## src/rtl/fecin_recovery_ctl.sv

```systemverilog
module fecin_recovery_ctl #(
  parameter int DATA_W = 16,
  parameter int ADDR_W = 4
) (
  input  logic              clk,
  input  logic              rst_n,
  input  logic              reg_wr,
  input  logic [ADDR_W-1:0] reg_addr,
  input  logic [15:0]       reg_wdata,
  output logic [15:0]       reg_rdata,
  input  logic              sig_loss,
  input  logic              frm_loss,
  input  logic              fifo_ovf,
  input  logic              fifo_udf,
  input  logic              cdr_lock,
  input  logic              bypass_mode,
  input  logic [DATA_W-1:0] din,
  output logic [DATA_W-1:0] dout,
  output logic              realign_req,
  output logic              ptr_rst_req,
  output logic              spill_alarm
);
  localparam logic [ADDR_W-1:0] CFG_ADDR = ADDR_W'(0);
  localparam logic [ADDR_W-1:0] ALM_ADDR = ADDR_W'(1);
  localparam logic [4:0]        CFG_RST  = 5'b00111;

  logic [4:0] cfg_q;
  logic sig_q, frm_q, ovf_q, udf_q, lock_q, byp_q, spill_d;
  logic spill, spill_rise, recover_en, alarm_clr;

  wire zero_sig  = cfg_q[4];
  wire zero_frm  = cfg_q[3];
  wire auto_rec  = cfg_q[2];
  wire lock_gate = cfg_q[1];
  wire use_align = cfg_q[0];

  always_ff @(posedge clk) begin
    if (!rst_n) begin
      {sig_q, frm_q, ovf_q, udf_q, lock_q, byp_q} <= '0;
    end else begin
      sig_q  <= sig_loss;
      frm_q  <= frm_loss;
      ovf_q  <= fifo_ovf;
      udf_q  <= fifo_udf;
      lock_q <= cdr_lock;
      byp_q  <= bypass_mode;
    end
  end

  always_ff @(posedge clk) begin
    if (!rst_n)
      cfg_q <= CFG_RST;
    else if (reg_wr && reg_addr == CFG_ADDR)
      cfg_q <= reg_wdata[15:11];
  end

  assign alarm_clr = reg_wr && reg_addr == ALM_ADDR && reg_wdata[0];

  always_comb begin
    reg_rdata = '0;
    if (reg_addr == CFG_ADDR)      reg_rdata = {cfg_q, 11'd0};
    else if (reg_addr == ALM_ADDR) reg_rdata = {15'd0, spill_alarm};
  end

  assign dout = ((zero_sig && sig_q) || (zero_frm && frm_q)) ? '0 : din;

  assign spill      = ovf_q | udf_q;
  assign spill_rise = spill & ~spill_d;
  assign recover_en = auto_rec & (~lock_gate | lock_q);

  always_ff @(posedge clk) begin
    if (!rst_n) begin
      spill_d     <= 1'b0;
      realign_req <= 1'b0;
      ptr_rst_req <= 1'b0;
      spill_alarm <= 1'b0;
    end else begin
      spill_d     <= spill;
      realign_req <= spill_rise & recover_en & (use_align | ~byp_q);
      ptr_rst_req <= spill_rise & recover_en & ~use_align & byp_q;
      spill_alarm <= spill | (spill_alarm & ~alarm_clr);
    end
  end
endmodule

```

## config.mk

```make
export PLATFORM = sky130hd
export DESIGN_NAME = fecin_recovery_ctl
export DESIGN_NICKNAME = d
export VERILOG_FILES = /design/src/rtl/fecin_recovery_ctl.sv
export SDC_FILE = /design/constraint.sdc
export NUM_CORES = 1
export LEC_CHECK = 0
export CORE_MARGIN = 10
export CORE_UTILIZATION = 30
export DETAILED_ROUTE_END_ITERATION = 7
export GPL_TIMING_DRIVEN = 0
export PLACE_DENSITY = 0.85
export SETUP_SLACK_MARGIN = 0.5
export SYNTH_ARGS = -nofsm -noshare
export SYNTH_HDL_FRONTEND = slang
export SYNTH_SLANG_ARGS = --single-unit
```

## constraint.sdc

```tcl
create_clock -name clk -period 2.2 [get_ports clk]
set_input_delay 0.22 -clock clk [delete_from_list [all_inputs] [get_ports clk]]
set_output_delay 0.22 -clock clk [all_outputs]
set_load 0.02 [all_outputs]
```

==> flow_summary.toml <==
[clock_tree]
cts.path.max_buffers = 2
cts_buffers = 3
hold_buffers = 0
clk_latency_ns = 0.29
cts.htree.levels = 1
clkSlewWorstSetupHoldPaths_ns = 0.09
clkSinkCount = 15
clock-root-buffer = "clkbuf_4"
cts_tree = "built"

[sta]
setup_tns_ns = 0
min_period_ns = 1.71
setup_viol_count_final = 0
grt_setup_unrepaired = "yes"
holdWs_ns = 0.421
maxSlewViolCount = 0
period_share_pct = 77.7
fmax_mhz = 585
clock_skew_ns = 0.00624
setup_ws_ns = 0.491
finalHoldViolCount = 0

[place]
place_congestion = 0.850
dp_hpwl_um = 2490
io_buffers = 59
dp_cells = 181
placed_cell_area_um2 = 1410
place_ws_ns = 0.0263

[pwr]
powerDensity_nw_per_um2 = 445
ir_drop_mv = 0.229
p_leak_nw = 0.648
power.total_mw = 0.633

[layout]
fin_cells = 191
drive_gt1_share_pct = 29.2
fin_util_pct = 58.5
final_common_cell = "clkdlybuf4s50_1"
n_antenna_cell = 0
finalNetCount = 207
syn2layout_area_growth_pct = 90.8
final_area_um2 = 1420
mostFrequentLayoutCells = "clkdlybuf4s50_1, and2_1, buf_4"

[synthesis]
synthCells = 83
synth-seq-area-share_pct = 40.3
async_flop_share_pct = 0
synthMuxAreaShare_pct = 0
synth_top_family_by_area = "simple AND/OR/NAND/NOR gates"
yosys.area_share.simple_pct = 34.9
ys_seq_elements = 15
synth_fa_ha_area_share_pct = 0
synth_edf_count = 0
synth_area_per_cell_um2 = 8.98
synth_cell_types = 22
ys_warn_count = 0
synth_flop_cell = "dfxtp_1"
synth_area_um2 = 746
synth_compound_area_share_pct = 10.2
synth-xor-area-share_pct = 0

[routing]
ant_nets = 0
wirelength_um = 2980
wl_per_cell_um = 15.6
firstDrtPassIters = 4
drtIter0Drc = 26
via_per_inst = 4.34
vias = 828
drc = 0

[critical_path]
worstSetupEndpointType = "output pin"
path_class = "reg2out"
cp_cell_sequence = "a22oi_2, clkbuf_4, and2_1, clkdlybuf4s15_1"
worstPathMaxFanout = 10
critPathMaxStageDelay_ns = 0.34
critPathSlowestCell = "dfxtp_1"
start_kind = "flip-flop"
required_ns = 1.98
crit_arrival_ns = 1.49

[grt]
grt_pass1_vias = 864
grt_usage_pct = 11.8
grt_max_degree = 11
grt_antenna_before_repair = 0
grt_pass1_wl_um = 4640
grt_overflow_total = 0

[run_status]
status = "finished clean"

[hold_path]
hp-class = "in2reg"

[die]
die_x_um = 69.9
ios = 80
start_util_pct = 30.7
core-area_um2 = 2430
dieArea_um2 = 4880
rows = 18
fp.dieH_um = 69.9

[run]
cap_violations = 0
final timing paths:
path         cells past startpoint  slack, ns          end         from
min                              3       0.42  spill_alarm  reg_addr[0]
max                              4       0.49      dout[7]     cfg_q[4]
min reg2reg                      1       0.43  realign_req        byp_q
max reg2reg                      3       1.29  ptr_rst_req        udf_q
synthesized netlist by cell type, types with 2 or more instances:
cell type,count,area [um2]
and2_1,22,138
dfxtp_1,15,300
buf_4,11,82.6
and2_2,6,45.0
inv_1,4,15.0
nand3_1,3,15.0
nand4_1,3,18.8
o211ai_1,3,22.5
clkbuf_1,2,7.51
nand2_1,2,7.51
kinds of logic (layout without fill, tap and decap cells):
group           after synthesis  after routing
flops                        15             15
buf+inv                      17             86
simple gates                 40             40
compound gates               10             10
other cells                   1             10
critical path, delay by kind of cell, from the launching register on:
kind	cells	cell delay [ns]
buffers and inverters	2	0.52
DFF	1	0.34
AOI/OAI and AO/OA	1	0.18
and+or+nand+nor	1	0.15
cell type report:
type,count,area [um2]
Timing Repair Buffer,65,574
Clock buffer,3,22.5
Fill cell,214,1010
Sequential cell,15,300
Inverter,4,15.0
Multi-Input combinational cell,60,374
Tap cell,30,37.5
Clock inverter,1,5.00
Buffer,13,93.8
flip-flops by register name, indices dropped and copies added, names as in the netlist:
name / flops
lock_q: 1
ovf_q: 1
byp_q: 1
cfg_q: 5
spill_alarm: 1
realign_req: 1
spill_d: 1
ptr_rst_req: 1
udf_q: 1
sig_q: 1
frm_q: 1
what timing repair did:
action / in CTS / in global routing
gates cloned: 1 / 0
setup buffers: 4 / 1
endpoints found under the setup margin: 22 / 22
pin swaps: 2 / 0
resized for setup: 38 / 27
report_power, final:
part | leakage, nW | internal, mW | total [mW] | switching [mW]
Clock | 0.0177 | 0.0678 | 0.162 | 0.0939
Combinational | 0.507 | 0.102 | 0.184 | 0.0816
Sequential | 0.123 | 0.283 | 0.287 | 0.00483
Total | 0.648 | 0.452 | 0.633 | 0.180
layer usage:
metal	vias up	routed length [um]	track usage, %
li1	408	-	-
met1	362	1180	11.6
met2	55	1480	21.0
met3	3	286	5.79
met4	0	30	3.95
met5	-	0	0
Power figures use the tool's default switching activity.
